### src/rtl/kbc_pkg.sv
package kbc_pkg;

   localparam logic [7:0] CMD_SELFTEST = 8'hAA;
   localparam logic [7:0] CMD_ENABLE   = 8'hAE;
   localparam logic [7:0] CMD_SETLED   = 8'hED;

   typedef enum logic [1:0] {
      OP_NONE,
      OP_TEST,
      OP_ENABLE,
      OP_LEDARM
   } kbc_op_e;

   // status byte, MSB first
   typedef struct packed {
      logic [2:0] rsvd;
      logic       arg_pend;
      logic       kbd_on;
      logic       ovr;
      logic       busy;
      logic       obf;
   } kbc_status_t;

   function automatic kbc_op_e decode_cmd(input logic [7:0] code);
      kbc_op_e op;
      case (code)
         CMD_SELFTEST: op = OP_TEST;
         CMD_ENABLE:   op = OP_ENABLE;
         CMD_SETLED:   op = OP_LEDARM;
         default:      op = OP_NONE;
      endcase
      return op;
   endfunction

endpackage

### src/rtl/kbc_bus_decode.sv
module kbc_bus_decode #(
   parameter int          ADDR_W   = 8,
   parameter logic [ADDR_W-1:0] DATA_OFS = 8'h60,
   parameter logic [ADDR_W-1:0] CTRL_OFS = 8'h64,
   parameter bit          SPARSE   = 1'b0
) (
   input  logic              sel_i,
   input  logic              wr_i,
   input  logic [ADDR_W-1:0] addr_i,
   output logic              rd_data_o,
   output logic              rd_ctrl_o,
   output logic              wr_data_o,
   output logic              wr_ctrl_o
);

   localparam logic [ADDR_W-1:0] DIFF_MASK = DATA_OFS ^ CTRL_OFS;

   logic hit_data;
   logic hit_ctrl;

   if (DATA_OFS == CTRL_OFS) begin : g_bad_offsets
      initial $fatal(1, "kbc_bus_decode: register offsets must differ");
   end

   if (SPARSE) begin : g_sparse
      // compare only the bits that tell the two registers apart
      assign hit_data = ((addr_i ^ DATA_OFS) & DIFF_MASK) == '0;
      assign hit_ctrl = ((addr_i ^ CTRL_OFS) & DIFF_MASK) == '0;
   end else begin : g_full
      assign hit_data = (addr_i == DATA_OFS);
      assign hit_ctrl = (addr_i == CTRL_OFS);
   end

   assign rd_data_o = sel_i && !wr_i && hit_data;
   assign rd_ctrl_o = sel_i && !wr_i && hit_ctrl;
   assign wr_data_o = sel_i &&  wr_i && hit_data;
   assign wr_ctrl_o = sel_i &&  wr_i && hit_ctrl;

endmodule

### src/rtl/kbc_cmd_ctrl.sv
module kbc_cmd_ctrl
   import kbc_pkg::*;
#(
   parameter int DW    = 8,
   parameter int LED_W = 3
) (
   input  logic             clk,
   input  logic             rst_n,
   input  logic             wr_ctrl_i,
   input  logic             wr_data_i,
   input  logic [DW-1:0]    wdata_i,
   output logic             busy_o,
   output logic             kbd_on_o,
   output logic             arg_pend_o,
   output logic [LED_W-1:0] led_o
);

   if (LED_W < 1 || LED_W > DW) begin : g_bad_led_w
      initial $fatal(1, "kbc_cmd_ctrl: LED_W must lie in 1..DW");
   end
   if (DW != 8) begin : g_bad_dw
      initial $fatal(1, "kbc_cmd_ctrl: command codes are byte wide");
   end

   logic             busy_q;
   logic             kbd_on_q;
   logic             pend_q;
   logic [LED_W-1:0] led_q;

   logic    host_ok;
   logic    cmd_take;
   logic    arg_take;
   kbc_op_e op;

   assign host_ok  = !busy_q;
   assign cmd_take = wr_ctrl_i && host_ok;
   assign arg_take = wr_data_i && host_ok && pend_q;
   assign op       = decode_cmd(wdata_i[7:0]);

   always_ff @(posedge clk or negedge rst_n) begin
      if (!rst_n) begin
         busy_q   <= 1'b0;
         kbd_on_q <= 1'b0;
         pend_q   <= 1'b0;
         led_q    <= '0;
      end else begin
         busy_q <= cmd_take && (op == OP_TEST);
         if (cmd_take && op == OP_ENABLE) kbd_on_q <= 1'b1;
         if (cmd_take) begin
            case (op)
               OP_TEST, OP_ENABLE: pend_q <= 1'b0;
               OP_LEDARM:          pend_q <= 1'b1;
               default:            pend_q <= pend_q;
            endcase
         end else if (arg_take) begin
            pend_q <= 1'b0;
         end
         if (arg_take) led_q <= wdata_i[LED_W-1:0];
      end
   end

   assign busy_o     = busy_q;
   assign kbd_on_o   = kbd_on_q;
   assign arg_pend_o = pend_q;
   assign led_o      = led_q;

   AST_BUSY_ONE_CYCLE: assert property (@(posedge clk) disable iff (!rst_n)
      busy_q |=> !busy_q);
   AST_ENABLE_STICKY: assert property (@(posedge clk) disable iff (!rst_n)
      kbd_on_q |=> kbd_on_q);
   AST_LED_HOLD: assert property (@(posedge clk) disable iff (!rst_n)
      !(wr_data_i && pend_q) |=> $stable(led_q));
   AST_LED_LOAD: assert property (@(posedge clk) disable iff (!rst_n)
      (wr_data_i && pend_q && !busy_q) |=> (!pend_q && led_q == $past(wdata_i[LED_W-1:0])));
   AST_UNKNOWN_CMD: assert property (@(posedge clk) disable iff (!rst_n)
      (wr_ctrl_i && wdata_i != CMD_SELFTEST && wdata_i != CMD_ENABLE && wdata_i != CMD_SETLED)
      |=> ($stable(kbd_on_q) && $stable(pend_q) && $stable(led_q) && !busy_q));
   AST_WRITE_WHILE_BUSY: assert property (@(posedge clk) disable iff (!rst_n)
      busy_q |=> ($stable(kbd_on_q) && $stable(led_q)));

endmodule

### src/rtl/kbc_outbuf.sv
module kbc_outbuf #(
   parameter int          DW      = 8,
   parameter logic [DW-1:0] ST_PASS = 8'h55
) (
   input  logic          clk,
   input  logic          rst_n,
   input  logic          kb_valid_i,
   input  logic [DW-1:0] kb_code_i,
   input  logic          kbd_on_i,
   input  logic          st_done_i,
   input  logic          rd_data_i,
   input  logic          rd_ctrl_i,
   output logic [DW-1:0] data_o,
   output logic          obf_o,
   output logic          ovr_o
);

   logic [DW-1:0] data_q;
   logic          obf_q;
   logic          ovr_q;

   logic arrive;
   logic accept;
   logic drop;

   assign arrive = kb_valid_i && kbd_on_i;
   assign drop   = arrive && (obf_q || st_done_i);
   assign accept = arrive && !obf_q && !st_done_i;

   always_ff @(posedge clk or negedge rst_n) begin
      if (!rst_n) begin
         data_q <= '0;
         obf_q  <= 1'b0;
         ovr_q  <= 1'b0;
      end else begin
         if (st_done_i) begin
            data_q <= ST_PASS;
            obf_q  <= 1'b1;
         end else if (accept) begin
            data_q <= kb_code_i;
            obf_q  <= 1'b1;
         end else if (rd_data_i) begin
            obf_q  <= 1'b0;
         end
         if (drop)           ovr_q <= 1'b1;
         else if (rd_ctrl_i) ovr_q <= 1'b0;
      end
   end

   assign data_o = data_q;
   assign obf_o  = obf_q;
   assign ovr_o  = ovr_q;

   AST_NO_FILL_WHEN_OFF: assert property (@(posedge clk) disable iff (!rst_n)
      (!kbd_on_i && !st_done_i && !obf_q) |=> !obf_q);
   AST_DROP_SETS_OVR: assert property (@(posedge clk) disable iff (!rst_n)
      (kb_valid_i && kbd_on_i && obf_q) |=> ovr_q);
   AST_FULL_HOLDS_DATA: assert property (@(posedge clk) disable iff (!rst_n)
      (obf_q && !st_done_i) |=> $stable(data_q));
   AST_ACCEPT_FILLS: assert property (@(posedge clk) disable iff (!rst_n)
      (kb_valid_i && kbd_on_i && !obf_q && !st_done_i) |=> (obf_q && data_q == $past(kb_code_i)));

endmodule

### src/rtl/kbc_regif.sv
module kbc_regif
   import kbc_pkg::*;
#(
   parameter int        ADDR_W   = 8,
   parameter int        DW       = 8,
   parameter int        LED_W    = 3,
   parameter logic [ADDR_W-1:0] DATA_OFS = 8'h60,
   parameter logic [ADDR_W-1:0] CTRL_OFS = 8'h64,
   parameter logic [DW-1:0]     ST_PASS  = 8'h55,
   parameter bit        SPARSE   = 1'b0
) (
   input  logic              clk,
   input  logic              rst_n,
   input  logic              bus_sel,
   input  logic              bus_wr,
   input  logic [ADDR_W-1:0] bus_addr,
   input  logic [DW-1:0]     bus_wdata,
   output logic [DW-1:0]     bus_rdata,
   input  logic              kb_valid,
   input  logic [DW-1:0]     kb_code,
   output logic [LED_W-1:0]  led
);

   localparam int STAT_W = $bits(kbc_status_t);

   if (STAT_W != DW) begin : g_bad_status_w
      initial $fatal(1, "kbc_regif: status byte must match data width");
   end

   logic          rd_data, rd_ctrl, wr_data, wr_ctrl;
   logic          busy, kbd_on, arg_pend;
   logic [DW-1:0] data_q;
   logic          obf, ovr;
   kbc_status_t   status;

   kbc_bus_decode #(
      .ADDR_W   (ADDR_W),
      .DATA_OFS (DATA_OFS),
      .CTRL_OFS (CTRL_OFS),
      .SPARSE   (SPARSE)
   ) u_dec (
      .sel_i     (bus_sel),
      .wr_i      (bus_wr),
      .addr_i    (bus_addr),
      .rd_data_o (rd_data),
      .rd_ctrl_o (rd_ctrl),
      .wr_data_o (wr_data),
      .wr_ctrl_o (wr_ctrl)
   );

   kbc_cmd_ctrl #(
      .DW    (DW),
      .LED_W (LED_W)
   ) u_cmd (
      .clk        (clk),
      .rst_n      (rst_n),
      .wr_ctrl_i  (wr_ctrl),
      .wr_data_i  (wr_data),
      .wdata_i    (bus_wdata),
      .busy_o     (busy),
      .kbd_on_o   (kbd_on),
      .arg_pend_o (arg_pend),
      .led_o      (led)
   );

   kbc_outbuf #(
      .DW      (DW),
      .ST_PASS (ST_PASS)
   ) u_obuf (
      .clk        (clk),
      .rst_n      (rst_n),
      .kb_valid_i (kb_valid),
      .kb_code_i  (kb_code),
      .kbd_on_i   (kbd_on),
      .st_done_i  (busy),
      .rd_data_i  (rd_data),
      .rd_ctrl_i  (rd_ctrl),
      .data_o     (data_q),
      .obf_o      (obf),
      .ovr_o      (ovr)
   );

   always_comb begin
      status          = '0;
      status.arg_pend = arg_pend;
      status.kbd_on   = kbd_on;
      status.ovr      = ovr;
      status.busy     = busy;
      status.obf      = obf;
   end

   always_comb begin
      if (rd_data)      bus_rdata = data_q;
      else if (rd_ctrl) bus_rdata = status;
      else              bus_rdata = '0;
   end

   AST_SELFTEST_RESULT: assert property (@(posedge clk) disable iff (!rst_n)
      busy |=> (obf && data_q == ST_PASS && !busy));
   AST_READ_CLEARS_OBF: assert property (@(posedge clk) disable iff (!rst_n)
      (rd_data && !busy && !(kb_valid && kbd_on && !obf)) |=> !obf);
   AST_RSVD_ZERO: assert property (@(posedge clk) disable iff (!rst_n)
      rd_ctrl |-> (bus_rdata[7:5] == 3'b000));
   AST_IDLE_READ_ZERO: assert property (@(posedge clk) disable iff (!rst_n)
      !(rd_data || rd_ctrl) |-> (bus_rdata == '0));

endmodule

### config.mk
export PLATFORM = sky130hd
export DESIGN_NAME = kbc_regif
export DESIGN_NICKNAME = d
export VERILOG_FILES = /design/src/rtl/kbc_pkg.sv /design/src/rtl/kbc_bus_decode.sv /design/src/rtl/kbc_cmd_ctrl.sv /design/src/rtl/kbc_outbuf.sv /design/src/rtl/kbc_regif.sv
export SDC_FILE = /design/constraint.sdc
export NUM_CORES = 1
export LEC_CHECK = 0
export BUFFER_PORTS_ARGS = -buffer_cell sky130_fd_sc_hd__buf_2
export CORE_MARGIN = 1
export CORE_UTILIZATION = 48
export DETAILED_ROUTE_END_ITERATION = 10
export PLACE_DENSITY = 0.82
export SYNTH_ARGS = -nofsm -noshare
export SYNTH_HDL_FRONTEND = slang
export SYNTH_SLANG_ARGS = --single-unit
### constraint.sdc
create_clock -name clk -period 3.6 [get_ports clk]
set_input_delay 0.18 -clock clk [delete_from_list [all_inputs] [get_ports clk]]
set_output_delay 0.18 -clock clk [all_outputs]
set_load 0.02 [all_outputs]
; ---- Word-level counts from Yosys, hierarchy flattened
; Index checks and enable logic that the tools add are counted.
[word_totals]
regBits = 16
elab_cells = 54
[op_classes]
n_eq_ne = 9
n_mux = 13
n_reduce_logical = 25
[op_table]
columns = op, count
row1 = $eq 8x8->1 const B, 3
row2 = $mux 8, 3
row3 = $eq 8x7->1 const B, 2
row4 = $logic_and 1x1->1, 15
row5 = $mux 1, 7
row6 = $pmux 2 s3, 1
row7 = $reduce_bool 2->1, 3
row8 = $mux 5, 1
row9 = $eq 2x2->1 const B, 2
row10 = $logic_not 1->1, 3
row11 = $ne 3x3->1 const B, 1
row12 = $reduce_bool 3->1, 1
row13 = $eq 2x1->1 const B, 1
row14 = $pmux 1 s2, 1
row15 = $reduce_and 2->1, 1
row16 = $reduce_or 2->1, 1
row17 = $logic_or 1x1->1, 1

; ---- Depth between registers and ports, before layout
[depth]
word_depth = 6
mapped_depth = 5

; ---- By module
; A second synthesis with hierarchy kept.
[unflattened]
hier_cells = 94
hier_area_um2 = 973.4
[by_module_without_submodules]
columns = module, area_each_um2, cells_each, seq_area_each_um2, instances
row1 = kbc_outbuf, 470.5, 43, 250.2, 1
row2 = kbc_cmd_ctrl, 337.8, 31, 150.1, 1
row3 = kbc_regif, 100.1, 12, 0.0, 1
row4 = kbc_bus_decode, 65.1, 8, 0.0, 1

; ---- Worst setup path before layout
; Ideal clock, no wire load.
[synth_timing]
kind = input-to-output
from = input bus_addr[1]
to = output bus_rdata[0]
arrival_ns = 1.349
setup_slack_ns = 2.071
stages = 4
cell_sequence = nor4b_4 nand2_2 nor3_1 a22o_1
[synth_between]
elab_chain_len = 4
word_cells_on_any_way = 6
classes_between = 2 x eq/ne / 2 x mux / 2 x reduce/logical
[synth_rtl]
columns = element, line
row1 = "start, declared", kbc_regif.sv:16  ; input logic [ADDR_W-1:0] bus_addr,
row2 = $eq 8x7->1, kbc_bus_decode.sv:31  ; assign hit_ctrl = (addr_i == CTRL_OFS);
row3 = $logic_and 1x1->1, kbc_bus_decode.sv:35  ; assign rd_ctrl_o = sel_i && !wr_i && hit_ctrl;
row4 = $mux 5, kbc_regif.sv:94  ; else if (rd_ctrl) bus_rdata = status;
row5 = $mux 8 (*), kbc_regif.sv:93  ; if (rd_data) bus_rdata = data_q;
row6 = "end, declared", kbc_regif.sv:18  ; output logic [DW-1:0] bus_rdata,
; Every way passes the cells marked *; elsewhere a longest branch is shown, timed or not.

; ---- Final worst setup path
[layout_timing]
from = input bus_addr[1]
to = output bus_rdata[3]
; Same word-level chain as after synthesis.

==> out/qor.yml <==
firstDrtPassIters: 7
fmax_mhz: 508.9
antennaDiodeCount: 0
run_status: "complete, but fails checks"
insertion_delay_ns: 0.29
cp.arrival_ns: 1.79
tns_ns: 0
wl_mm: 1.846
place_hpwl_mm: 1.413
coreArea_um2: 1577
synth_top_area_share: 0.4755
skew_ns: 0.005039
drtIter0Drc: 14
clock_sinks: 16
violations: "design-rule violations"
cts_buffer_depth: 2
vias_per_cell: 5.504
rows: 14
ys_seq_area_frac: 0.4755
peakVddDrop_mv: 0.2376
clk_pin_slew_worst_paths_ns: 0.10
gp_congestion: 0.7419
grt_pass1_vias: 713
n_fill_cell: 132
wire_per_inst_um: 13.88
io_pins: 40
path_common_cell: "buf_2"
worst-setup-path-type: "primary input to primary output"
port_buffers: 39
top_layer: "met4"
track_usage: 0.2133
post-route-drc-count: 4
yosysMostFrequentCell: "dfrtp_1"
start_util: 0.5341
cts_made_buffers: 3
num_vias: 732
cp_slowest_cell: "nor3_1"
final_layout_size_suffix_gt1_frac: 0.4359
synthFlopType: "dfrtp_1"
drv_cap: 0
dp.cells: 128
path_delay_family: "simple AND/OR/NAND/NOR gates"
yosysUniqueCellTypes: 28
fin_crit_sh: 0.5459
syn-num-nets: 104
overflow: 0
power.density_nw_per_um2: 304.7
grt_max_degree: 17
synthTopCellsByCount: "16 x dfrtp_1, 8 x nor2_1, 5 x a22o_1, 5 x mux2i_1"
synth_area_um2: 842.1
final-seq-area_um2: 400.4
instances_no_fill: 133
wl_met2_um: 928
cts_root_buf: "clkbuf_4"
leakagePower_uw: 0.0006499
critPathBufInv: 2
slowest_delay_ns: 0.67
slew_violations: 0
end_kind: "primary output"
die_w_um: 43.89
die_y_um: 43.89
syn_to_final_growth_pct: 30.16
synthTopCellsByArea: "dfrtp_1 48%, mux2i_1 5.9%, mux2_4 5.3%"
htreeDepth: 1
hold_path.class: "primary input to flip-flop"
finalWorstPathRequiredPeriod_ns: 1.965
synth_async_sr_flop_share: 1.000
yosys.area.top_type: "dfrtp_1"
layout.nets: 147
path_cells: "buf_2 > nor4b_4 > nand2_2 > nor3_1 > a22o_1 > buf_2"
path_max_fanout: 9
antenna_found_initial: 0
syn-instance-count: 75
cp_data_required_time_ns: 3.42
finalHoldViolCount: 0
synth_edf_count: 0
setup_viol: 0
power_uw: 334.0
drtAntennaViolNets: 0
maxSlewHeadroom: 0.3407
start_kind: "primary input"
rsz0062_at_grt: "no"
route.met3.wl_um: 116
tightestPinTransition_ns: 0.9854
die_area_um2: 1926
routedLengthMet1_um: 772
multiInputGateArea_um2: 422.9
avgSynthCellArea_um2: 11.23
grt_pass1_wl_mm: 2.973
ys_ff_latch: 16
cts_tree: "yes"
ys_warn_count: 0
final cells by class:
type,count,share of cell area
sequential,16,0.3653
timing repair buffer,40,0.1872
multi-input combinational,54,0.3858
clock buffer,4,0.03311
inverter,3,0.01027
tap,16,0.01826
power breakdown:
part	switching [uW]	total, uW	internal (uW)
registers	1.42	183	182
clock network	56.9	118	61.6
logic	14.7	32.5	17.8
repair_timing:
action                                  CTS  global route
gates resized for setup                   0             0
setup buffers                             0             0
hold buffers                              1             0
hold endpoints to repair                 16             0
endpoints found under the setup margin    0             0
sequential cells by signal (all words and copies together), names as in the netlist:
name	cells
u_cmd.arg_pend_o	1
u_cmd.kbd_on_o	1
u_cmd.led_o	3
u_obuf.ovr_o	1
u_obuf.obf_o	1
u_obuf.data_o	8
u_cmd.busy_o	1
per-layer routing:
layer	global-route usage	vias up
li1	-	358
met1	0.2683	341
met2	0.3612	29
met3	0.03750	4
met4	0.09091	0
met5	0	-
layout by cell type, fill, tap and decap left out, types with 2 or more instances in the layout:
cell,netlist,routed
buf_2,0,39
nor2b_1,4,4
clkbuf_4,0,3
and2_1,3,3
nand2_1,3,3
dfrtp_1,16,16
mux2i_1,5,5
and4b_1,2,2
mux2_4,3,3
a211o_1,4,4
nor3_1,2,2
a22o_1,5,5
inv_1,3,3
nor2_1,8,8
cells by family (layout without fill, tap and decap cells):
kind of cell | after synthesis | after routing | share of synthesized area
AND/OR/NAND/NOR | 32 | 32 | 0.2586
flip-flops | 16 | 16 | 0.4755
AO/OA/AOI/OAI | 14 | 14 | 0.1308
multiplexers | 8 | 8 | 0.1129
buffers and inverters | 5 | 47 | 0.02229
worst paths after layout:
path	cells after the start	endpoint	slack [ns]	start
max	6	bus_rdata[3]	1.63	bus_addr[1]
min	2	u_cmd.busy_o$_DFF_PN0_	0.09	bus_wdata[2]
max reg2reg	4	u_obuf.data_o[2]$_DFFE_PN0P_	1.85	u_cmd.kbd_on_o$_DFFE_PN0P_
min reg2reg	1	u_cmd.led_o[2]$_DFFE_PN0P_	0.52	u_cmd.led_o[2]$_DFFE_PN0P_
max in group asynchronous	2	u_cmd.arg_pend_o$_DFFE_PN0P_	3.01	rst_n
min in group asynchronous	2	u_obuf.data_o[1]$_DFFE_PN0P_	0.33	rst_n
stage by stage:
step	util	setup slack [ns]	hold WS, ns	instance area [um2]
detailed placement	0.6659	1.622	0.1121	1050
global placement	0.6659	1.677	0.1069	1050
global route	0.6952	1.450	0.08615	1096
finish	0.6952	1.635	0.08995	1096
floorplan	-	2.071	-0.1156	842.1
CTS	0.6952	1.617	0.08684	1096
No activity file was read; power rests on OpenSTA's default activity.
